[config.mk]
export PLATFORM = sky130hd
export DESIGN_NAME = ext_irq_sense
export DESIGN_NICKNAME = d
export VERILOG_FILES = /design/src/rtl/ext_irq_sense_pkg.sv /design/src/rtl/ext_irq_sense_ctrl.sv /design/src/rtl/ext_irq_sense_dp.sv /design/src/rtl/ext_irq_sense.sv
export SDC_FILE = /design/constraint.sdc
export NUM_CORES = 1
export LEC_CHECK = 0
export CORE_ASPECT_RATIO = 0.5
export CORE_MARGIN = 1.5
export CORE_UTILIZATION = 52
export DETAILED_ROUTE_END_ITERATION = 7
export DONT_BUFFER_PORTS = 1
export PLACE_DENSITY = 0.78
export SLEW_MARGIN = 15
export SYNTH_ARGS = -nofsm -noshare
export SYNTH_HDL_FRONTEND = slang
export SYNTH_SLANG_ARGS = --single-unit
[constraint.sdc]
create_clock -name clk -period 2.55 [get_ports clk]
set_input_delay 0.6375 -clock clk [delete_from_list [all_inputs] [get_ports clk]]
set_output_delay 0.6375 -clock clk [all_outputs]
set_load 0.005 [all_outputs]
[src/rtl/ext_irq_sense_pkg.sv]
package ext_irq_sense_pkg;
  localparam logic [7:0] STATUS_OFF = 8'h10;
  localparam logic [7:0] SENSE_OFF  = 8'h14;

  typedef enum logic [1:0] {
    SENSE_LOW  = 2'd0,
    SENSE_FALL = 2'd1,
    SENSE_RISE = 2'd2,
    SENSE_BOTH = 2'd3
  } senseMode_t;

  typedef struct packed {
    logic senseWr;
    logic statusWr;
    logic senseRd;
    logic statusRd;
  } regStrobe_t;
endpackage

[src/rtl/ext_irq_sense_ctrl.sv]
module ext_irq_sense_ctrl
  import ext_irq_sense_pkg::*;
#(
  parameter int NUM_PINS = 8,
  parameter int ADDR_W   = 8,
  parameter int DATA_W   = 32
) (
  input  logic [ADDR_W-1:0]     regAddr,
  input  logic                  regWrEn,
  input  logic [2*NUM_PINS-1:0] senseVal,
  input  logic [NUM_PINS-1:0]   statusVal,
  output regStrobe_t            strobe,
  output logic [DATA_W-1:0]     regRdData
);
  localparam logic [ADDR_W-1:0] SenseAddr  = ADDR_W'(SENSE_OFF);
  localparam logic [ADDR_W-1:0] StatusAddr = ADDR_W'(STATUS_OFF);

  logic hitSense;
  logic hitStatus;

  assign hitSense  = (regAddr == SenseAddr);
  assign hitStatus = (regAddr == StatusAddr);

  always_comb begin
    strobe.senseWr  = regWrEn && hitSense;
    strobe.statusWr = regWrEn && hitStatus;
    strobe.senseRd  = hitSense;
    strobe.statusRd = hitStatus;
  end

  always_comb begin
    regRdData = '0;
    if (strobe.senseRd)  regRdData = DATA_W'(senseVal);
    if (strobe.statusRd) regRdData = DATA_W'(statusVal);
  end
endmodule

[src/rtl/ext_irq_sense_dp.sv]
module ext_irq_sense_dp
  import ext_irq_sense_pkg::*;
#(
  parameter int NUM_PINS = 8,
  parameter int DATA_W   = 32
) (
  input  logic                  clk,
  input  logic                  rstN,
  input  logic [NUM_PINS-1:0]   pinIn,
  input  regStrobe_t            strobe,
  input  logic [DATA_W-1:0]     wrData,
  output logic [2*NUM_PINS-1:0] senseVal,
  output logic [NUM_PINS-1:0]   statusVal
);
  localparam int SenseW = 2 * NUM_PINS;

  logic [NUM_PINS-1:0] syncA;
  logic [NUM_PINS-1:0] syncB;
  logic [NUM_PINS-1:0] syncPrev;
  logic [SenseW-1:0]   senseReg;
  logic [NUM_PINS-1:0] statusReg;
  logic [NUM_PINS-1:0] setMask;
  logic [NUM_PINS-1:0] clearMask;

  // Pins idle high; the synchronizer resets to that level so no false edge or
  // low-level hit appears right after reset.
  always_ff @(posedge clk or negedge rstN) begin
    if (!rstN) begin
      syncA    <= '1;
      syncB    <= '1;
      syncPrev <= '1;
    end else begin
      syncA    <= pinIn;
      syncB    <= syncA;
      syncPrev <= syncB;
    end
  end

  always_ff @(posedge clk or negedge rstN) begin
    if (!rstN)              senseReg <= '0;
    else if (strobe.senseWr) senseReg <= wrData[SenseW-1:0];
  end

  for (genvar g = 0; g < NUM_PINS; g++) begin : g_detect
    senseMode_t mode;
    logic       hit;
    assign mode = senseMode_t'(senseReg[2*g +: 2]);
    always_comb begin
      unique case (mode)
        SENSE_LOW:  hit = !syncB[g];
        SENSE_FALL: hit = syncPrev[g] && !syncB[g];
        SENSE_RISE: hit = !syncPrev[g] && syncB[g];
        SENSE_BOTH: hit = syncPrev[g] ^ syncB[g];
        default:    hit = 1'b0;
      endcase
    end
    assign setMask[g] = hit;
  end

  assign clearMask = strobe.statusWr ? ~wrData[NUM_PINS-1:0] : '0;

  // A new event takes priority over a clear in the same cycle.
  always_ff @(posedge clk or negedge rstN) begin
    if (!rstN) statusReg <= '0;
    else       statusReg <= (statusReg & ~clearMask) | setMask;
  end

  assign senseVal  = senseReg;
  assign statusVal = statusReg;
endmodule

[src/rtl/ext_irq_sense.sv]
module ext_irq_sense
  import ext_irq_sense_pkg::*;
#(
  parameter int NUM_PINS = 8,
  parameter int ADDR_W   = 8,
  parameter int DATA_W   = 32
) (
  input  logic                clk,
  input  logic                rstN,
  input  logic [NUM_PINS-1:0] pinIn,
  input  logic [ADDR_W-1:0]   regAddr,
  input  logic                regWrEn,
  input  logic [DATA_W-1:0]   regWrData,
  output logic [DATA_W-1:0]   regRdData,
  output logic [NUM_PINS-1:0] irqReq
);
  regStrobe_t                strobe;
  logic [2*NUM_PINS-1:0]     senseVal;
  logic [NUM_PINS-1:0]       statusVal;

  ext_irq_sense_ctrl #(.NUM_PINS(NUM_PINS), .ADDR_W(ADDR_W), .DATA_W(DATA_W)) u_ctrl (
    .regAddr   (regAddr),
    .regWrEn   (regWrEn),
    .senseVal  (senseVal),
    .statusVal (statusVal),
    .strobe    (strobe),
    .regRdData (regRdData)
  );

  ext_irq_sense_dp #(.NUM_PINS(NUM_PINS), .DATA_W(DATA_W)) u_dp (
    .clk       (clk),
    .rstN      (rstN),
    .pinIn     (pinIn),
    .strobe    (strobe),
    .wrData    (regWrData),
    .senseVal  (senseVal),
    .statusVal (statusVal)
  );

  assign irqReq = statusVal;
endmodule

# After elaboration in Yosys (flattened, before gate mapping)
# Index checks and enable logic that the tools add are counted.
# classes
n_addsub,0
multipliers,0
div,0
order_cmp,0
n_eq_ne,26
shift,0
muxes,11
bitwise_logic,12
reduce_logical,42
# ops
op,n
$eq 2x2->1 const B,16
$mux 16,2
$pmux 1 s4,8
$logic_and 1x1->1,18
$eq 2x1->1 const B,8
$eq 8x5->1 const B,2
$logic_not 1->1,16
$logic_not 2->1,8
$not 8->8,2
$and 8x8->8,1
$mux 8,1
$or 8x8->8,1
$xor 1x1->1,8
# word_totals
register_bits,48
latchBits,0
mem_bits_rw,0
romBits,0
input_bits,51
output_inout_bits,40
memories,0

# Logic depth before layout (Yosys ltp)
# Gate-level depths: netlist of the first run.
# logic_depth
ltp_word,6
mapped_depth,6
ltp_nobuf,5

# By module
# Synthesis of the first run repeated with hierarchy kept, for this count alone.
# hier_totals
cells_unflattened,207
hier_area_um2,2444.8
# modules_own_cells
mod,instances,cells_per_inst,area_per_inst_um2,seq_area_each_um2
ext_irq_sense_dp,1,143,2009.4,1231.2
ext_irq_sense_ctrl,1,64,435.4,0.0

# Least setup slack after synthesis of the first run
# Ideal clock, no wire load.
# synth_path
path_kind,input to output
startpoint,input port regAddr[5]
endpoint,output port regRdData[0]
arrival_ps,1880
required_ps,1913
setup_slack_ps,33
path_stages,5
path_buffers,2
cell_sequence,or4b_1 buf_2 or2_2 clkbuf_1 nor2_1
# synth_between
elab_chain_len,3
elab_cells_between_ends,4
# synth_rtl
item,line,text
from (decl),ext_irq_sense.sv:11,"input logic [ADDR_W-1:0] regAddr,"
$eq 8x5->1,ext_irq_sense_ctrl.sv:21,assign hitSense = (regAddr == SenseAddr);
$mux 16,ext_irq_sense_ctrl.sv:33,if (strobe.senseRd) regRdData = DATA_W'(senseVal);
$mux 16 *,ext_irq_sense_ctrl.sv:34,if (strobe.statusRd) regRdData = DATA_W'(statusVal);
to (decl),ext_irq_sense.sv:14,"output logic [DATA_W-1:0] regRdData,"
# Mark *: on every way between the ends. The rest lies on a longest branch, timed or not.

# Final worst setup path of the first run
# layout_path
startpoint,input port regAddr[5]
endpoint,output port regRdData[2]
# Same word-level chain as after synthesis.

==> summary.md, run 1 <==
| Metric | Value |
|---|---|
| Sw Share | 21.6% |
| Mapped Cells | 201 |
| CP required | 1.91 ns |
| Async set or reset register ratio after synthesis | 100% |
| Setup TNS | 0 ns |
| Power Internal | 1.08 mW |
| H-tree depth | 2 |
| Final setup viols | 0 |
| Clk network pwr share | 33.4% |
| Total gr overflow | 0 |
| Pwr Total | 1.37 mW |
| DP HPWL | 3.12 mm |
| Largest net degree at the start of global routing | 49 |
| Layout Utilization | 56.4% |
| Initial Utilization | 54.8% |
| Fin crit share | 95.9% |
| Largest area contributor in the netlist | dfstp_2 |
| Final Slew Violations | 0 |
| R2R Setup Slk | 1.03 ns |
| Worst slack, placed | 0.00320 ns |
| Routed vias/inst | 5.30 |
| Die height | 51.5 microns |
| DRC | 0 |
| 1st-iter DRT viols | 26 |
| Worst-case clock buffer depth | 2 |
| Combinational power share | 5.9% |
| Critical path class | in2out |
| Global-route wire length before repair | 7.02 mm |
| Syn-to-layout area delta | 2.92% |
| Initial antenna violation count | 0 |
| Initial DRT Pass Iterations | 4 |
| # port buffers | 0 |
| Antenna-violating nets left | 0 |
| Slack of the critical path | 0.103 ns |
| Antenna cells | 0 |
| Final Hold Vio Count | 0 |
| Rows | 17 |
| CTS buffer count | 5 |
| Synth top area share | 25.8% |
| Number of synthesized flops with an enable pin | 0 |
| Drt total wl | 4.17 mm |
| TritonCTS clock tree | yes |
| Gp weighted congestion | 0.776 |
| R2r endpoint | u_dp.statusVal[4] |
| I/O Pins | 91 |
| WL/cell | 16.0 microns |
| Post-Syn Area per Cell | 12.2 sq um |
| Max FO, Critical Path | 8 |
| Die ar. | 5150 sq um |
| #FFs+latches synth | 48 |
| Static leakage | 1.29 nW |
| Vias in the first global route | 1493 |
| Seq/Total Area, Yosys | 50.3% |
| Max Fclk | 409 MHz |
| Setup crit start kind | input pin |
| Routed vias | 1382 |
| Setup Skew | 0.00470 ns |
| Total core area | 4470 sq um |
| GRT Resource Usage Total | 18.2% |
| Hold WC Path Type | in2async |
| Critical R2R Launch | u_dp.syncPrev[4] |
| Syn Std Cell Area | 2450 sq um |
| Sequential share of power | 60.7% |
| Clk slew on worst S/H paths | 0.08 ns |
| Synth top cells by count | 36 x inv_1, 24 x dfrtp_1, 24 x dfstp_2 |
| Most numerous cell in the Yosys netlist | inv_1 |
| Post-CTS setup buffers | 0 |
| Die Wd | 100 microns |
| Worst-Skew Late Latency | 0.30 ns |
| Post-synthesis cell type count | 28 |
| Clk root buf | clkbuf_8 |
| Net switching power figure | 297 uW |
| Layout net count | 270 |
| Dominant synthesized flop cell | dfstp_2 |
| Crit path time final | 2.45 ns |
| Synth warn | 0 |
| R2R depth | 4 |
| Status | finished, final reports clean |
| CTS Sinks | 48 |
| Max VDD drop | 0.000403 V |
| RSZ-0062 raised after global routing | false |
| CP endpoint kind | output port |
| Layout cell share with drive strength beyond 1 | 27.0% |
| Max-capacitance violation count | 0 |
| Pwr/cell area | 545 nW/um^2 |
| Worst Path Arrival | 1.81 ns |
| Synth top area cells | dfstp_2 26%, dfrtp_1 25%, ha_1 8.2%, mux2_4 6.1%, inv_1 5.5% |
## power by group through the flow
stage          sequential, mW  combinational [mW]  clock, mW
2_1_floorplan           0.840              0.0908          0
3_5_place_dp            0.848              0.0809          0
4_1_cts                 0.834              0.0814      0.472
6_report                0.834              0.0808      0.458
3_3_place_gp            0.844              0.0753          0
5_1_grt                 0.839              0.0943      0.502
## sequential cells by signal, indices dropped and copies added, names as in the netlist
register and flops:
u_dp.senseVal 16, u_dp.syncPrev 8, u_dp.syncA 8, u_dp.statusVal 8
u_dp.syncB 8
## per-stage QoR
stage,area (sq um),hold slack [ns],cells
3_5_place_dp,2420,0.343,253
5_1_grt,2520,0.00416,261
6_report,2520,0.0269,261
3_3_place_gp,2420,0.343,253
2_1_floorplan,2500,0.342,216
4_1_cts,2510,0.0136,261
## worst max-delay path by stage
stage | from | end | slack (ns) | cells after the start
2_1_floorplan | regAddr[5] | regRdData[0] | 0.03 | 5
3_3_place_gp | regAddr[5] | regRdData[0] | 0.01 | 3
3_5_place_dp | regAddr[5] | regRdData[0] | 0.003 | 3
4_1_cts | regAddr[5] | regRdData[0] | 0.004 | 3
5_1_grt | regAddr[5] | regRdData[2] | 0.08 | 3
6_report | regAddr[5] | regRdData[2] | 0.10 | 3
## critical path, stage by stage
cell,delay (ns)
or4b_1,0.64
or2_4,0.35
nor2_1,0.18
## cell families after synthesis
| kind of cell | Yosys count | share of synthesized area [%] |
|---|---|---|
| fa+ha+maj | 16 | 8.18 |
| compound gates | 11 | 3.43 |
| flops | 48 | 50.3 |
| mux | 32 | 18.0 |
| simple gates | 34 | 7.37 |
| other cells | 1 | 0.153 |
| buf+inv | 59 | 12.5 |
## per-layer routing
metal / GRT usage [%] / vias up / routed length, microns
met5: 0 / - / 0
met3: 6.72 / 8 / 307
met2: 30.2 / 57 / 1970
met4: 7.75 / 0 / 52
li1: - / 638 / -
met1: 22.0 / 679 / 1830
## layout make-up
| class | instances | area, sq um |
|---|---|---|
| Clock buffer | 8 | 90.1 |
| Fill cell | 382 | 1950 |
| Inverter | 36 | 135 |
| Multi-Input combinational cell | 109 | 967 |
| Sequential cell | 48 | 1230 |
| Tap cell | 57 | 71.3 |
| Timing Repair Buffer | 3 | 22.5 |
## cells in the final DEF, fill, tap and decap left out
master / n
buf_4: 3
or3_1: 1
mux2_1: 1
clkbuf_8: 6
nand2b_1: 1
nand2_1: 7
or4_4: 1
nor4_1: 4
or4b_1: 1
nor2_1: 9
o211ai_1: 7
mux2_4: 10
dfrtp_1: 24
inv_1: 36
o21ai_0: 1
dfstp_2: 24
clkbuf_1: 2
mux4_2: 5
conb_1: 16
mux2i_1: 11
ha_1: 16
o221ai_1: 3
nor3_1: 1
or2_4: 1
and3_1: 8
mux2_2: 5
## repair_timing
action / CTS / global route
gates resized for setup: 0 / 1
hold buffers: 0 / 0
endpoints found under the setup margin: 0 / 8
Power figures use the tool's default switching activity.
==> run 2, diff against run 1 <==
CORE_UTILIZATION = 30   (was 52)
PLACE_DENSITY = 0.53   (was 0.78)
==> run 2 against run 1 <==
Final cell count rose by 21%. Fmax fell by 1.2%. Via count fell by 2.7%. Largest power group unchanged. Die area rose by 70%. Register-to-register slack barely moved. Hold slack improved by 0.020 ns. Sequential cell count did not move. Critical endpoint is now regRdData[10]. Wire length rose by 6.9%.
==> summary.md, run 2 (synthesis gave the netlist of run 1 again) <==
| Metric | Value |
|---|---|
| Clk slew on worst S/H paths | 0.06 ns (-0.02 ns) |
| Fin crit share | 97.1% (+1.2 points) |
| Sequential share of power | 54.2% (-6.5 points) |
| Crit-path cells | or4b_4 -> buf_4 -> nor2_1 -> buf_4 -> and3_1 |
| Layout cell share with drive strength beyond 1 | 29.3% (+2.3 points) |
| Worst path max stage delay | 0.55 ns (-0.09 ns) |
| Clk network pwr share | 40.4% (+7.0 points) |
| Initial DRT Pass Iterations | 3 (-1) |
| DRC | 0 (unchanged) |
| Routed vias/inst | 4.24 (-20%) |
| Pwr/cell area | 580 nW/um^2 (+6.4%) |
| Routed vias | 1344 (-2.7%) |
| Antenna-violating nets left | 0 (unchanged) |
| Global-route wire length before repair | 6.96 mm (-0.98%) |
| Total gr overflow | 0 (unchanged) |
| Gr busiest metal | met2 |
| Critical R2R Launch | u_dp.syncPrev[6] |
| Vias in the first global route | 1317 (-12%) |
| Die ar. | 8740 sq um (+70%) |
| Layout Utilization | 33.4% (-23 points) |
| Clk root buf | clkbuf_16 |
| # hold bufs at CTS | 0 (unchanged) |
| Setup crit start kind | input pin |
| Gp weighted congestion | 0.745 (-3.9%) |
| Buffers and inverters on the worst path | 2 (+2) |
| WL/cell | 14.0 microns (-12%) |
| Reg area | 1230 sq um (unchanged) |
| Rows | 23 (+6) |
| Max FO, Critical Path | 8 (unchanged) |
| Layout net count | 272 (+0.74%) |
| Static leakage | 1.32 nW (+2.2%) |
| I/O Pins | 91 (unchanged) |
| Setup Skew | 0.00318 ns (-0.00152 ns) |
| Multi-input logic area | 971 sq um (+0.39%) |
| Crit path time final | 2.48 ns (+0.0302 ns) |
| RSZ-0062 raised after global routing | false |
| Syn-to-layout area delta | 8.44% |
| Most common cell after layout, fill and taps aside | inv_1 |
| H-tree depth | 2 (unchanged) |
| Crit path from | regAddr[5] |
| Final Hold Vio Count | 0 (unchanged) |
| Critical path class | in2out |
| Final setup viols | 0 (unchanged) |
| 1st-iter DRT viols | 57 (+120%) |
| Met2 Usage GRT | 17.9% (-12 points) |
| Met1 usage | 13.1% (-8.8 points) |
| CTS Sinks | 48 (unchanged) |
| R2R Setup Slk | 1.03 ns (about the same) |
| Worst Path Arrival | 1.84 ns (+0.03 ns) |
| Fin Hold WS | 0.0473 ns (+0.0204 ns) |
| Net switching power figure | 326 uW (+9.9%) |
| Max Fclk | 404 MHz (-1.2%) |
| Pwr Total | 1.54 mW (+12%) |
| Worst-Skew Late Latency | 0.28 ns (-0.02 ns) |
| Met3 Use GR | 4.26% (-2.5 points) |
| Total core area | 7940 sq um (+78%) |
| Antenna cells | 0 (unchanged) |
| TritonCTS clock tree | yes |
| CTS buffer count | 5 (unchanged) |
| Largest register FFs | 16 (unchanged) |
| Most frequent CP cell | buf_4 |
| Combinational power share | 5.4% (-0.5 points) |
| Fill cells | 797 (+110%) |
| GRT Resource Usage Total | 10.8% (-7.4 points) |
| Max-capacitance violation count | 0 (unchanged) |
| CP delay by family, top | simple AND/OR/NAND/NOR gates |
| Worst-case clock buffer depth | 2 (unchanged) |
| Most frequent cells in the layout | 36 x inv_1, 24 x dfrtp_1, 24 x dfstp_2, 16 x ha_1, 16 x conb_1 |
| Hold WC Path Type | in2async |
| Max VDD drop | 0.000243 V (-40%) |
| Post-CTS setup buffers | 0 (unchanged) |
| Status | finished, final reports clean |
| Largest net degree at the start of global routing | 49 (unchanged) |
| Die height | 66.9 microns (+30%) |
| Drt total wl | 4.45 mm (+6.9%) |
| # port buffers | 0 (unchanged) |
| Final Slew Violations | 0 (unchanged) |
| Initial Utilization | 30.8% (-24 points) |
| Sw Share | 21.2% (-0.43 points) |
| Power Internal | 1.21 mW (+13%) |
| Initial antenna violation count | 0 (unchanged) |
| CP required | 1.91 ns (about the same) |
| CP endpoint kind | output port |
| Die Wd | 131 microns (+31%) |
| Critical path's slowest cell | or4b_4 |
| DP HPWL | 3.25 mm (+4.2%) |
[run 2: changes by cell type in the layout (fill, tap and decap cells not counted), sizes merged]
| cell | previous run | this run |
|---|---|---|
| clkinv | 0 | 1 |
| clkbuf | 8 | 5 |
| clkinvlp | 0 | 1 |
| buf | 3 | 5 |
[run 2: path summary, 6_finish.rpt]
check                                     to  depth (start not counted)
max reg2reg                u_dp.statusVal[6]                          4
min                        u_dp.senseVal[10]                          0
max in group asynchronous   u_dp.syncPrev[7]                          0
min reg2reg                    u_dp.syncB[6]                          0
max                            regRdData[10]                          5
min in group clk               u_dp.syncA[5]                          0
[run 2: per-stage QoR]
stage                     setup WS, ns  instances   TNS (ns)  instance area (sq um)
after floorplan                 0.0327        216          0                   2500
after global placement       -0.000485        310  -0.000485                   2510
after detailed placement       -0.0133        310    -0.0133                   2510
after CTS                       0.0662        317          0                   2650
after global routing            0.0198        317          0                   2650
final                           0.0731        317          0                   2650
[run 2: final cells by class]
type | instances | share of cell area [%]
Clock buffer | 5 | 4.72
Inverter | 36 | 5.09
Timing Repair Buffer | 5 | 1.42
Clock inverter | 2 | 0.472
Tap cell | 112 | 5.28
Multi-Input combinational cell | 109 | 36.6
Sequential cell | 48 | 46.4
[run 2: worst register-to-register path, cell delays in order (launching register included)]
cell and delay, ns:
dfstp_2 0.53, inv_1 0.04, ha_1 0.28, mux4_2 0.49, o211ai_1 0.10
[run 2: timing repair]
item                                   4_1_cts  5_1_grt
resized for setup                            2        0
setup endpoints to repair                    2        0
endpoints found under the hold margin        0        0
[run 2: power groups by stage]
stage / Clock, mW / Combinational [mW] / Sequential [mW]
global route: 0.684 / 0.0960 / 0.839
global placement: 0 / 0.0770 / 0.845
floorplan: 0 / 0.0908 / 0.840
finish: 0.622 / 0.0826 / 0.834
CTS: 0.644 / 0.0835 / 0.835
detailed placement: 0 / 0.0819 / 0.847
[run 2: routing by layer]
metal / share of wire (%) / vias up
li1: - / 636
met1: 43 / 672
met2: 50 / 31
met3: 6.2 / 5
met4: 0.94 / 0
met5: 0 / -
==> run 3, diff against run 2 <==
--- a/config.mk
+++ b/config.mk
@@ -12,2 +12,3 @@
 export DONT_BUFFER_PORTS = 1
+export GPL_TIMING_DRIVEN = 0
 export PLACE_DENSITY = 0.53
--- a/constraint.sdc
+++ b/constraint.sdc
@@ -3,2 +3,2 @@
 set_output_delay 0.6375 -clock clk [all_outputs]
-set_load 0.005 [all_outputs]
+set_load 0.1 [all_outputs]
==> run 3 against run 2 <==
Critical path depth is 2 lower. Register-to-register slack about the same. The flow now finishes with violations (setup timing). Die area is the same. Final cell count is 6.3% higher. Highest routed layer unchanged. Combinational power rose to 2.6 times the previous value. Non-clock buffer count rose by 19. Hold slack improved by 0.0013 ns. Largest cell class unchanged. Fmax down 8.7%.
==> summary.md, run 3 (synthesis gave the netlist of run 1 again) <==
| Metric | Value |
|---|---|
| Violated checks | setup timing |
| CTS Sinks | 48 (unchanged) |
| Sequential share of power | 49.9% (-4.3 points) |
| Pwr/cell area | 571 nW/um^2 (-1.5%) |
| CTS buffer count | 5 (unchanged) |
| Routed vias/inst | 4.12 (-2.7%) |
| Largest net degree at the start of global routing | 49 (unchanged) |
| Buffers and inverters on the worst path | 0 (-2) |
| Crit path time final | 2.71 ns (+0.235 ns) |
| Sw Share | 26.1% (+4.9 points) |
| Static leakage | 1.42 nW (+7.5%) |
| Global-route wire length before repair | 7.25 mm (+4.3%) |
| Total gr overflow | 0 (unchanged) |
| CP delay by family, top | simple AND/OR/NAND/NOR gates |
| Antenna cells | 0 (unchanged) |
| Total core area | 7940 sq um (unchanged) |
| Crit-path cells | or4b_4 -> or2_4 -> nor2_4 |
| Placed Cells | 328 (+5.8%) |
| Max VDD drop | 0.000302 V (+24%) |
| Final Hold Vio Count | 0 (unchanged) |
| Worst-case clock buffer depth | 2 (unchanged) |
| Critical path's slowest cell | or4b_4 |
| DRC | 0 (unchanged) |
| Clk slew on worst S/H paths | 0.06 ns (about the same) |
| Finished Layout Cells | 337 (+6.3%) |
| Max Fclk | 369 MHz (-8.7%) |
| Worst-Margin Slew | 0.625 ns |
| Max FO, Critical Path | 8 (unchanged) |
| Die height | 66.9 microns (unchanged) |
| Max-capacitance violation count | 0 (unchanged) |
| Worst-Skew Late Latency | 0.28 ns (about the same) |
| CP endpoint kind | output port |
| Setup Skew | 0.00477 ns (+0.00159 ns) |
| Slack of the critical path | -0.162 ns (-0.235 ns) |
| Die Wd | 131 microns (unchanged) |
| CP required | 1.91 ns (about the same) |
| Fin crit share | 106% (+9.2 points) |
| Hold WC Path Type | in2async |
| Drt total wl | 4.73 mm (+6.3%) |
| TritonCTS clock tree | yes |
| RSZ-0062 raised after global routing | true |
| Final setup viols | 16 (+16) |
| Crit path from | regAddr[6] |
| Setup TNS | -1.78 ns (-1.78 ns) |
| Clk root buf | clkbuf_16 |
| Layout cell share with drive strength beyond 1 | 45.8% (+17 points) |
| R2r endpoint | u_dp.statusVal[4] |
| Initial antenna violation count | 0 (unchanged) |
| Initial DRT Pass Iterations | 3 (unchanged) |
| Power Internal | 1.24 mW (+2.1%) |
| Syn-to-layout area delta | 19.9% |
| Final Slew Violations | 0 (unchanged) |
| Initial Utilization | 30.8% (unchanged) |
| GRT Resource Usage Total | 11.4% (+0.54 points) |
| Most frequent cells in the layout | 36 x inv_1, 24 x dfstp_2, 19 x buf_4 |
| Critical R2R Launch | u_dp.syncPrev[4] |
| Relative slew slack | 58.0% |
| Die ar. | 8740 sq um (unchanged) |
| Fin Hold WS | 0.0485 ns (+0.00127 ns) |
| R2R depth | 4 (unchanged) |
| # port buffers | 0 (unchanged) |
| Combinational power share | 12.8% (+7.4 points) |
| Antenna-violating nets left | 0 (unchanged) |
| Setup crit start kind | input pin |
| Net switching power figure | 437 uW (+34%) |
| R2R Setup Slk | 1.04 ns (about the same) |
| DP HPWL | 3.57 mm (+9.7%) |
| Largest register FFs | 16 (unchanged) |
| Clk network pwr share | 37.3% (-3.1 points) |
| Worst Path Arrival | 2.07 ns (+0.23 ns) |
| Vias in the first global route | 1385 (+5.2%) |
| Layout net count | 291 (+7.0%) |
| Routed vias | 1390 (+3.4%) |
| Worst path max stage delay | 0.53 ns (-0.02 ns) |
| Critical path class | in2out |
| 1st-iter DRT viols | 41 (-28%) |
| Gp weighted congestion | 0.757 (+1.6%) |
| Status | finished with violations |
| # hold bufs at CTS | 0 (unchanged) |
| H-tree depth | 2 (unchanged) |
| Most common cell after layout, fill and taps aside | inv_1 |
| Rows | 23 (unchanged) |
| I/O Pins | 91 (unchanged) |
| WL/cell | 14.0 microns (about the same) |
==> run 3: changes by cell type in the layout (fill, tap and decap cells not counted), moves of 2 or more <==
cell	delta
and3_1	-8
and3_4	+8
buf_4	+14
buf_6	+2
clkbuf_1	+2
clkbuf_2	+2
dfrtp_1	-8
dfrtp_2	+8
nor2_1	-8
nor2_4	+9
==> run 3: timing repair <==
item | in CTS | in global routing
pin swaps | 6 | 4
setup endpoints to repair | 16 | 16
setup buffers | 4 | 0
gates resized for setup | 12 | 2
==> run 3: how the worst max path moves through the flow <==
stage	end	slack (ns)	cells after the start
after floorplan	regRdData[0]	-0.26	5
after global placement	regRdData[6]	-0.56	4
after detailed placement	regRdData[6]	-0.56	4
after CTS	regRdData[6]	-0.19	3
after global routing	regRdData[1]	-0.18	3
final	regRdData[1]	-0.16	3
==> run 3: power by group through the flow <==
stage          combinational (mW)  clock [mW]  sequential [mW]
2_1_floorplan               0.200           0            0.841
3_3_place_gp                0.209           0            0.846
3_5_place_dp                0.213           0            0.849
4_1_cts                     0.216       0.647            0.836
5_1_grt                     0.230       0.692            0.840
6_report                    0.215       0.624            0.836
==> run 3: cell type report <==
cell class,instances,area [sq um]
Multi-Input combinational cell,109,1080
Fill cell,777,5010
Clock buffer,7,133
Timing Repair Buffer,4,33.8
Clock inverter,1,5.00
Tap cell,112,140
Sequential cell,48,1240
Inverter,36,135
Buffer,20,161
==> run 3: stage by stage <==
step / util (%) / setup slack, ns / total power, mW / instance area, sq um
after global routing: 36.9 / -0.180 / 1.76 / 2930
after CTS: 36.9 / -0.188 / 1.70 / 2930
after global placement: 35.0 / -0.565 / 1.06 / 2780
after detailed placement: 35.0 / -0.565 / 1.06 / 2780
after floorplan: - / -0.261 / 1.04 / 2640
final: 36.9 / -0.162 / 1.68 / 2930
==> run 3: layer usage <==
metal | part of all wire, % | track usage (%) | wire length, microns
met4 | 0.57 | 2.06 | 27
met5 | 0 | 0 | 0
met3 | 7.6 | 4.82 | 358
met1 | 45 | 14.2 | 2120
met2 | 47 | 18.7 | 2230
